### src/rtl/nirq_pkg.sv
package nirq_pkg;

    localparam int VEC_W = 7;

    typedef logic [1:0] lvl_t;

    // Threshold in force while a routine of the given priority runs.
    function automatic lvl_t thr_after(input lvl_t prio);
        case (prio)
            2'd0:    return 2'b01;
            2'd1:    return 2'b10;
            default: return 2'b11;
        endcase
    endfunction

endpackage

### src/rtl/nirq_arbiter.sv
module nirq_arbiter #(
    parameter int N_SRC = 32,
    localparam int SRC_W = $clog2(N_SRC)
) (
    input  logic [N_SRC-1:0]      pend_i,
    input  logic [N_SRC-1:0][1:0] prio_i,
    input  logic [1:0]            thr_i,
    output logic                  vld_o,
    output logic [SRC_W-1:0]      idx_o,
    output logic [1:0]            prio_o
);
    logic             vld;
    logic [SRC_W-1:0] idx;
    logic [1:0]       pr;

    // Ascending scan with a strict compare keeps the lowest index on ties.
    always_comb begin
        vld = 1'b0;
        idx = '0;
        pr  = '0;
        for (int i = 0; i < N_SRC; i++) begin
            if (pend_i[i] && (prio_i[i] >= thr_i) && (!vld || (prio_i[i] > pr))) begin
                vld = 1'b1;
                idx = SRC_W'(i);
                pr  = prio_i[i];
            end
        end
    end

    assign vld_o  = vld;
    assign idx_o  = idx;
    assign prio_o = pr;
endmodule

### src/rtl/nirq_fast_match.sv
module nirq_fast_match #(
    parameter int N_FAST = 2,
    parameter int SRC_W  = 5,
    parameter int ADDR_W = 16
) (
    input  logic [N_FAST-1:0]             en_i,
    input  logic [N_FAST-1:0][SRC_W-1:0]  src_i,
    input  logic [N_FAST-1:0][ADDR_W-1:0] addr_i,
    input  logic [SRC_W-1:0]              idx_i,
    output logic                          hit_o,
    output logic [ADDR_W-1:0]             addr_o
);
    logic [N_FAST-1:0] slot_hit;

    genvar g;
    generate
        for (g = 0; g < N_FAST; g++) begin : g_slot
            assign slot_hit[g] = en_i[g] && (src_i[g] == idx_i);
        end
    endgenerate

    // Descending scan: the lowest matching slot is written last and wins.
    always_comb begin
        hit_o  = 1'b0;
        addr_o = '0;
        for (int i = N_FAST - 1; i >= 0; i--) begin
            if (slot_hit[i]) begin
                hit_o  = 1'b1;
                addr_o = addr_i[i];
            end
        end
    end
endmodule

### src/rtl/nirq_lvl_stack.sv
module nirq_lvl_stack #(
    parameter int DEPTH = 4,
    localparam int CW = $clog2(DEPTH + 1)
) (
    input  logic       clk,
    input  logic       rst_n,
    input  logic       push_i,
    input  logic [1:0] push_lvl_i,
    input  logic       pop_i,
    output logic [1:0] top_o
);
    typedef struct packed {
        logic [DEPTH-1:0][1:0] lvl;
        logic [CW-1:0]         cnt;
    } stk_t;

    stk_t d, q;

    always_comb begin
        top_o = 2'b00;
        for (int i = 0; i < DEPTH; i++) begin
            if (CW'(i + 1) == q.cnt) top_o = q.lvl[i];
        end
    end

    always_comb begin
        d = q;
        if (push_i) begin
            if (q.cnt == CW'(DEPTH)) begin
                // Full: slide everything down, losing the oldest level.
                for (int i = 0; i < DEPTH - 1; i++) d.lvl[i] = q.lvl[i+1];
                d.lvl[DEPTH-1] = push_lvl_i;
            end else begin
                for (int i = 0; i < DEPTH; i++) begin
                    if (CW'(i) == q.cnt) d.lvl[i] = push_lvl_i;
                end
                d.cnt = q.cnt + 1'b1;
            end
        end else if (pop_i && (q.cnt != '0)) begin
            d.cnt = q.cnt - 1'b1;
        end
    end

    always_ff @(posedge clk or negedge rst_n) begin
        if (!rst_n) q <= '0;
        else        q <= d;
    end
endmodule

### src/rtl/nest_irq_ctrl.sv
module nest_irq_ctrl #(
    parameter int N_SRC     = 32,
    parameter int N_FAST    = 2,
    parameter int ADDR_W    = 16,
    parameter int STK_DEPTH = 4,
    localparam int SRC_W = $clog2(N_SRC),
    localparam int FSL_W = (N_FAST > 1) ? $clog2(N_FAST) : 1,
    localparam int VEC_W = nirq_pkg::VEC_W
) (
    input  logic              clk,
    input  logic              rst_n,
    input  logic [N_SRC-1:0]  src_req_i,
    input  logic              prio_we_i,
    input  logic [SRC_W-1:0]  prio_sel_i,
    input  logic [1:0]        prio_val_i,
    input  logic              fast_we_i,
    input  logic [FSL_W-1:0]  fast_slot_i,
    input  logic              fast_en_i,
    input  logic [SRC_W-1:0]  fast_src_i,
    input  logic [ADDR_W-1:0] fast_addr_i,
    input  logic              ctl_we_i,
    input  logic [15:0]       ctl_wdata_i,
    output logic [15:0]       ctl_rdata_o,
    output logic              irq_o,
    output logic [VEC_W-1:0]  irq_vec_o,
    output logic              irq_fast_o,
    output logic [ADDR_W-1:0] irq_addr_o,
    input  logic              ack_i,
    input  logic              rti_i
);
    import nirq_pkg::*;

    typedef struct packed {
        logic [N_SRC-1:0]             pend;
        logic [N_SRC-1:0][1:0]        prio;
        logic [N_FAST-1:0]            f_en;
        logic [N_FAST-1:0][SRC_W-1:0] f_src;
        logic [N_FAST-1:0][ADDR_W-1:0] f_addr;
        logic [1:0]                   act_thr;
        logic [1:0]                   st_thr;
        logic [VEC_W-1:0]             st_vec;
        logic                         dis;
        logic                         irq;
        logic [SRC_W-1:0]             irq_src;
        logic [1:0]                   irq_prio;
        logic                         irq_fast;
        logic [ADDR_W-1:0]            irq_addr;
    } st_t;

    st_t d, q;

    logic              take;
    logic              win_vld;
    logic [SRC_W-1:0]  win_idx;
    logic [1:0]        win_prio;
    logic              fast_hit;
    logic [ADDR_W-1:0] fast_addr;
    logic [1:0]        stk_top;
    logic [N_SRC-1:0]  clr_mask;

    assign take     = ack_i && q.irq;
    assign clr_mask = N_SRC'(take) << q.irq_src;

    nirq_arbiter #(.N_SRC(N_SRC)) arb_i (
        .pend_i (q.pend),
        .prio_i (q.prio),
        .thr_i  (q.act_thr),
        .vld_o  (win_vld),
        .idx_o  (win_idx),
        .prio_o (win_prio)
    );

    nirq_fast_match #(.N_FAST(N_FAST), .SRC_W(SRC_W), .ADDR_W(ADDR_W)) fm_i (
        .en_i   (q.f_en),
        .src_i  (q.f_src),
        .addr_i (q.f_addr),
        .idx_i  (win_idx),
        .hit_o  (fast_hit),
        .addr_o (fast_addr)
    );

    nirq_lvl_stack #(.DEPTH(STK_DEPTH)) stk_i (
        .clk        (clk),
        .rst_n      (rst_n),
        .push_i     (take),
        .push_lvl_i (q.act_thr),
        .pop_i      (rti_i && !take),
        .top_o      (stk_top)
    );

    always_comb begin
        d = q;

        // Pending flags: a fresh request outranks the clear of its own flag.
        d.pend = (q.pend & ~clr_mask) | src_req_i;

        if (prio_we_i) d.prio[prio_sel_i] = prio_val_i;

        if (fast_we_i) begin
            d.f_en[fast_slot_i]   = fast_en_i;
            d.f_src[fast_slot_i]  = fast_src_i;
            d.f_addr[fast_slot_i] = fast_addr_i;
        end

        if (ctl_we_i) d.dis = ctl_wdata_i[5];

        // Entry takes precedence over a return in the same cycle.
        if (take) begin
            d.act_thr = thr_after(q.irq_prio);
            d.st_thr  = thr_after(q.irq_prio);
            d.st_vec  = q.irq_fast ? q.irq_addr[VEC_W-1:0] : VEC_W'(q.irq_src);
        end else if (rti_i) begin
            d.act_thr = stk_top;
        end

        d.irq      = !take && !q.dis && win_vld;
        d.irq_src  = win_idx;
        d.irq_prio = win_prio;
        d.irq_fast = fast_hit;
        d.irq_addr = fast_hit ? fast_addr : '0;
    end

    always_ff @(posedge clk or negedge rst_n) begin
        if (!rst_n) q <= '0;
        else        q <= d;
    end

    assign ctl_rdata_o = {1'b0, q.st_thr, q.st_vec, q.dis, 3'b111, 2'b00};
    assign irq_o       = q.irq;
    assign irq_vec_o   = VEC_W'(q.irq_src);
    assign irq_fast_o  = q.irq_fast;
    assign irq_addr_o  = q.irq_addr;
endmodule

### config.mk
export PLATFORM = sky130hd
export DESIGN_NAME = nest_irq_ctrl
export DESIGN_NICKNAME = d
export VERILOG_FILES = /design/src/rtl/nirq_pkg.sv /design/src/rtl/nirq_arbiter.sv /design/src/rtl/nirq_fast_match.sv /design/src/rtl/nirq_lvl_stack.sv /design/src/rtl/nest_irq_ctrl.sv
export SDC_FILE = /design/constraint.sdc
export NUM_CORES = 1
export LEC_CHECK = 0
export ABC_AREA = 1
export BUFFER_PORTS_ARGS = -buffer_cell sky130_fd_sc_hd__buf_4
export CAP_MARGIN = 0
export CORE_ASPECT_RATIO = 1.4
export CORE_MARGIN = 1.5
export CORE_UTILIZATION = 55
export CTS_CLUSTER_DIAMETER = 50
export DETAILED_ROUTE_END_ITERATION = 10
export GPL_TIMING_DRIVEN = 0
export PLACE_DENSITY = 0.74
export SLEW_MARGIN = 20
export SYNTH_ARGS = -nofsm -noshare
export SYNTH_HDL_FRONTEND = slang
export SYNTH_SLANG_ARGS = --single-unit
export TNS_END_PERCENT = 50
### constraint.sdc
create_clock -name clk -period 35.4 [get_ports clk]
set_input_delay 5.31 -clock clk [delete_from_list [all_inputs] [get_ports clk]]
set_output_delay 5.31 -clock clk [all_outputs]
set_load 0.05 [all_outputs]
==> results of run 1 <==
[cell type report]
| cell class | instances | share of cell area, % |
|---|---|---|
| clock buffers | 19 | 3.13 |
| plain buffers | 65 | 2.91 |
| well taps | 301 | 2.60 |
| multi-input cells | 1121 | 45.3 |
| clock inverters | 13 | 0.863 |
| flip-flops and latches | 188 | 32.5 |
| inverters | 254 | 6.61 |
| repair buffers | 110 | 6.11 |
[cell usage in the layout, fill, tap and decap left out, types with 3 or more instances in the layout]
master / instances
nor3_1: 20
nor2_2: 3
and2_1: 3
buf_4: 145
dfrtp_1: 187
nand3_2: 38
nor2_1: 64
clkbuf_16: 17
inv_1: 250
nor3_2: 6
nor4_1: 8
or2_2: 8
nand3_1: 85
conb_1: 8
o21ai_1: 37
nand2_4: 3
xor2_1: 3
clkbuf_1: 21
o211ai_1: 8
o21ai_2: 15
o31ai_1: 4
o21ai_0: 203
a21oi_1: 22
clkinv_4: 4
mux2_2: 3
a31oi_1: 3
nand3b_1: 4
ha_1: 110
nand2_2: 79
nand4_1: 4
a21boi_0: 27
nand2_1: 341
inv_8: 4
[through the flow]
step                setup TNS, ps  cells  setup slack, ps  area [um^2]
finish                          0   2071             2920        14500
global route                 -844   2071             -103        14500
CTS                             0   2064             2.26        14300
detailed placement          -17.6   2032            -16.4        13700
global placement            -1460   2029             -149        13600
floorplan                       0   1628             4040        12500
[worst register-to-register path: cells and delay by family, from the launching register on]
kind                     cells  cell delay [ps]
adder cells (fa/ha/maj)     32             9250
AND/OR/NAND/NOR            137            14410
buffers and inverters       21             1770
AO/OA/AOI/OAI               54             6570
flip-flops                   1              400
[cells by family (layout without fill, tap and decap cells)]
kind of cell | after synthesis | count (layout) | share of synthesized area, %
buffers and inverters | 319 | 461 | 11.0
and+or+nand+nor | 670 | 670 | 25.7
AOI/OAI and AO/OA | 327 | 327 | 14.2
muxes | 3 | 3 | 0.270
xor gates and xnor gates | 3 | 3 | 0.210
DFF | 188 | 188 | 37.6
other | 2 | 8 | 0.0601
adders and majority gates | 110 | 110 | 11.0
[cell usage after synthesis, drive strengths merged, types with 3 or more instances]
library cell	number	area [um^2]
o211ai	8	60.1
o31ai	4	30.0
or2	8	50.1
o21ai	255	1280
xor2	3	26.3
and2	3	18.8
a31oi	3	18.8
nand3b	4	30.0
inv	252	946
nor4	8	50.1
clkbuf	21	78.8
mux2	3	33.8
nand4	4	25.0
a21boi	29	218
ha	110	1380
nor2	70	294
buf	44	337
nand3	123	806
nand2	423	1790
nor3	26	130
a21oi	22	110
dfrtp	188	4700
[sequential cells by signal (all words and copies together) (netlist names)]
| signal | flops |
|---|---|
| ctl_rdata_o | 10 |
| irq_addr_o | 16 |
| irq_fast_o | 1 |
| irq_o | 1 |
| irq_vec_o | 5 |
| q | 144 |
| stk_i.q | 11 |
[routing by layer]
metal	part of all wire (%)	GRT usage [%]	vias up
li1	-	-	5496
met1	39	32.7	5265
met2	52	52.0	289
met3	5.2	5.27	75
met4	3.7	11.5	0
met5	0	0	-
[final timing paths]
path                            startpoint              end  slack, ps  cells past startpoint
max                                  q[36]   irq_addr_o[11]       2920                    244
min                        ctl_rdata_o[13]  ctl_rdata_o[13]        490                      2
max reg2reg                          q[36]   irq_addr_o[11]       2920                    244
min reg2reg                ctl_rdata_o[13]  ctl_rdata_o[13]        490                      2
max in group asynchronous            rst_n           q[135]      29570                      2
min in group asynchronous            rst_n           q[156]       4870                      1
[what timing repair did]
item / 4_1_cts / 5_1_grt
setup buffers: 0 / 7
setup endpoints to repair: 17 / 24
pin swaps: 0 / 4
hold endpoints to repair: 0 / 0
hold buffers: 0 / 0
gates resized for setup: 3 / 68
==> impl_metrics.json, run 1 <==
{
  "status": "complete, no violations",
  "core_um2": 22400,
  "fmax_mhz": 30.8,
  "via_per_inst": 5.37,
  "clock_path_buffers": 2,
  "routabilityCongestion": 0.936,
  "io_pins": 126,
  "routedWlPerCell_um": 15.7,
  "firstDrtPassIters": 5,
  "ys_async_sr_fraction_pct": 100,
  "n_antenna_cell": 0,
  "insertion_delay_ps": 450,
  "endpoint_kind": "flip-flop",
  "min_path_type": "flip-flop to flip-flop",
  "ys_ff_latch": 188,
  "final.min_clock_period_ps": 32480,
  "grt_pass1_wl_um": 52700,
  "tightest_slew_ps": 945,
  "startpoint_type": "flip-flop",
  "hpwl_um": 24800,
  "drv_cap": 0,
  "die_h_um": 181,
  "finClkSkew_ps": 13.7,
  "drive_above_1_share_pct": 19.8,
  "htree_levels": 4,
  "postRouteAntennaNets": 0,
  "drt-initial-drc-count": 501,
  "totalWireLength_um": 32500,
  "die_area_um2": 23600,
  "fin_crit_sh_pct": 91.7,
  "numCtsBuffers": 17,
  "root_buffer": "clkbuf_16",
  "synthCells": 1622,
  "synth_seq_area_share_pct": 37.6,
  "syn_to_final_growth_pct": 16.0,
  "required_ps": 35730,
  "cts_tree": "yes",
  "num_rows": 65,
  "multi_input_area_um2": 6560,
  "max_stage_delay_ps": 400,
  "cts_sinks": 188,
  "cp_common_cell": "nand2_2",
  "finalNetCount": 1952,
  "grt_pass1_vias": 10800,
  "io_buffer_count": 100,
  "netlist_area_um2": 12500,
  "setup_viol": 0,
  "final_core_util_pct": 64.6,
  "crit_fanout": 19,
  "final_max_slew_viol_count": 0,
  "route.detailed.drc": 0,
  "whs_ps": 488,
  "groute.usage.overall_pct": 28.7,
  "clk_transition_reported_paths_ps": 70,
  "critPathKind": "flip-flop to flip-flop",
  "crit_path_top_delay_cell": "dfrtp_1",
  "critPathBufInv": 21,
  "crit_arrival_ps": 32810,
  "ys_warn_count": 0,
  "grt_antenna_before_repair": 0,
  "initial_core_util_pct": 55.7,
  "grt_overflow": 0,
  "synth_edf_count": 0,
  "hold_violations": 0,
  "die_w_um": 130,
  "synth_ff_type": "dfrtp_1",
  "avgSynthCellArea_um2": 7.70,
  "nFillCells": 1962,
  "grt_max_degree": 101,
  "regArea_um2": 4710,
  "path_delay_family": "simple AND/OR/NAND/NOR gates",
  "relSlewSlack_pct": 36.4,
  "yosysUniqueCellTypes": 42,
  "vias": 11100
}
Power of run 1 is not shown: default switching activity piles up to over one toggle a cycle in this logic, so the estimate is an artifact.
==> run 2, diff against run 1 <==
CORE_ASPECT_RATIO = 0.6   (was 1.4)
PLACE_DENSITY = 0.8   (was 0.74)
==> run 2 against run 1 <==
Effect of this change: critical path depth grew 5; global-route usage grew 0.92 points; core utilization grew 1.4 points; non-clock buffer count grew 4; die area is essentially flat; critical endpoint is now irq_addr_o[10].
==> impl_metrics.json, run 2 (synthesis results as in run 1) <==
{
  "status": "complete, no violations",
  "die_h_um": 120,
  "ctsHoldBuffers": 0,
  "cts_tree": "yes",
  "io_buffer_count": 100,
  "setup_viol": 0,
  "crit_path_top_delay_cell": "dfrtp_1",
  "root_buffer": "clkbuf_16",
  "tightest_slew_ps": 1180,
  "syn_to_final_growth_pct": 17.0,
  "finalNetCount": 1956,
  "initial_core_util_pct": 56.3,
  "placedInstanceArea_um2": 13800,
  "insertion_delay_ps": 450,
  "io_pins": 126,
  "mostFrequentLayoutCells": "nand2_1, inv_1, o21ai_0",
  "fmax_mhz": 30.2,
  "busiest_layer": "met2",
  "met1_usage_pct": 42.2,
  "grt_pass1_vias": 10800,
  "crit_arrival_ps": 33440,
  "largest_reg_flops": 144,
  "grt_overflow": 0,
  "finClkSkew_ps": 7.92,
  "grt_antenna_before_repair": 1,
  "top_register": "q",
  "final_common_cell": "nand2_1",
  "use_met3_pct": 8.18,
  "vias": 11500,
  "via_per_inst": 5.51,
  "min_path_type": "flip-flop to flip-flop",
  "cts_sinks": 188,
  "drt-initial-drc-count": 1099,
  "grtUsageMet2_pct": 44.1,
  "drive_above_1_share_pct": 20.5,
  "n_antenna_cell": 0,
  "numCtsBuffers": 17,
  "hold_violations": 0,
  "final_max_slew_viol_count": 0,
  "firstDrtPassIters": 8,
  "regArea_um2": 4710,
  "crit_fanout": 13,
  "die_area_um2": 23700,
  "endpoint_kind": "flip-flop",
  "hpwl_um": 25700,
  "core_um2": 22200,
  "clk_transition_reported_paths_ps": 70,
  "drv_cap": 0,
  "totalWireLength_um": 34600,
  "die_w_um": 198,
  "max_stage_delay_ps": 440,
  "postRouteAntennaNets": 0,
  "clock_path_buffers": 2,
  "cp_common_cell": "nand2_2",
  "fin_crit_sh_pct": 93.5,
  "critPathKind": "flip-flop to flip-flop",
  "htree_levels": 4,
  "groute.usage.overall_pct": 29.6,
  "route.detailed.drc": 0,
  "relSlewSlack_pct": 21.0,
  "required_ps": 35730,
  "routedWlPerCell_um": 16.6,
  "grt_max_degree": 92,
  "num_rows": 42,
  "final.min_clock_period_ps": 33110,
  "startpoint_type": "flip-flop",
  "grt_pass1_wl_um": 54400,
  "routabilityCongestion": 0.991,
  "multi_input_area_um2": 6630,
  "stdcell_area_um2": 14600,
  "nFillCells": 1852
}
run 2: timing repair:
item,4_1_cts,5_1_grt
setup endpoints to repair,17,24
gates cloned,0,1
resized for setup,9,77
pin swaps,1,4
setup buffers,0,9
run 2: path summary, 6_finish.rpt:
| kind | startpoint | end | slack (ps) | depth (start not counted) |
|---|---|---|---|---|
| worst max-delay path | q[36] | irq_addr_o[10] | 2290 | 249 |
| worst min-delay path | q[80] | q[80] | 490 | 2 |
| worst max register to register | q[36] | irq_addr_o[10] | 2290 | 249 |
| worst min register to register | q[80] | q[80] | 490 | 2 |
| max in group asynchronous | rst_n | irq_addr_o[7] | 30000 | 2 |
| min in group asynchronous | rst_n | q[161] | 4690 | 1 |
run 2: stage by stage:
step                      hold WS (ps)  worst slack [ps]  TNS (ps)  instances  util, %
after floorplan                    451              4040         0       1628        -
after global placement             466              -223     -2860       2036     61.6
after detailed placement           473              -399     -5280       2040     62.1
after CTS                          490              67.5         0       2071     64.7
after global routing               506              -376     -5260       2081     65.9
final                              486              2290         0       2081     65.9
run 2: critical path, delay by kind of cell (launching register included):
| family | cells | cell delay, ps |
|---|---|---|
| adders and majority gates | 32 | 9220 |
| and+or+nand+nor | 143 | 15290 |
| AOI/OAI and AO/OA | 51 | 6030 |
| buffers and inverters | 23 | 1950 |
| DFF | 1 | 440 |
run 2: per-layer routing:
layer | part of all wire (%) | wire length (um)
met5 | 0.035 | 12
met3 | 10 | 3600
met1 | 44 | 15200
met2 | 44 | 15200
met4 | 1.7 | 579
run 2: final cells by class:
class                      instances  share of cell area, %
clock inverter                    10                  0.710
buffer                            65                   2.88
multi-input combinational       1121                   45.3
sequential                       188                   32.2
timing repair buffer             114                   6.47
inverter                         254                   6.56
clock buffer                      21                   3.22
tap                              308                   2.64
Power of run 2 is left out for the same reason.
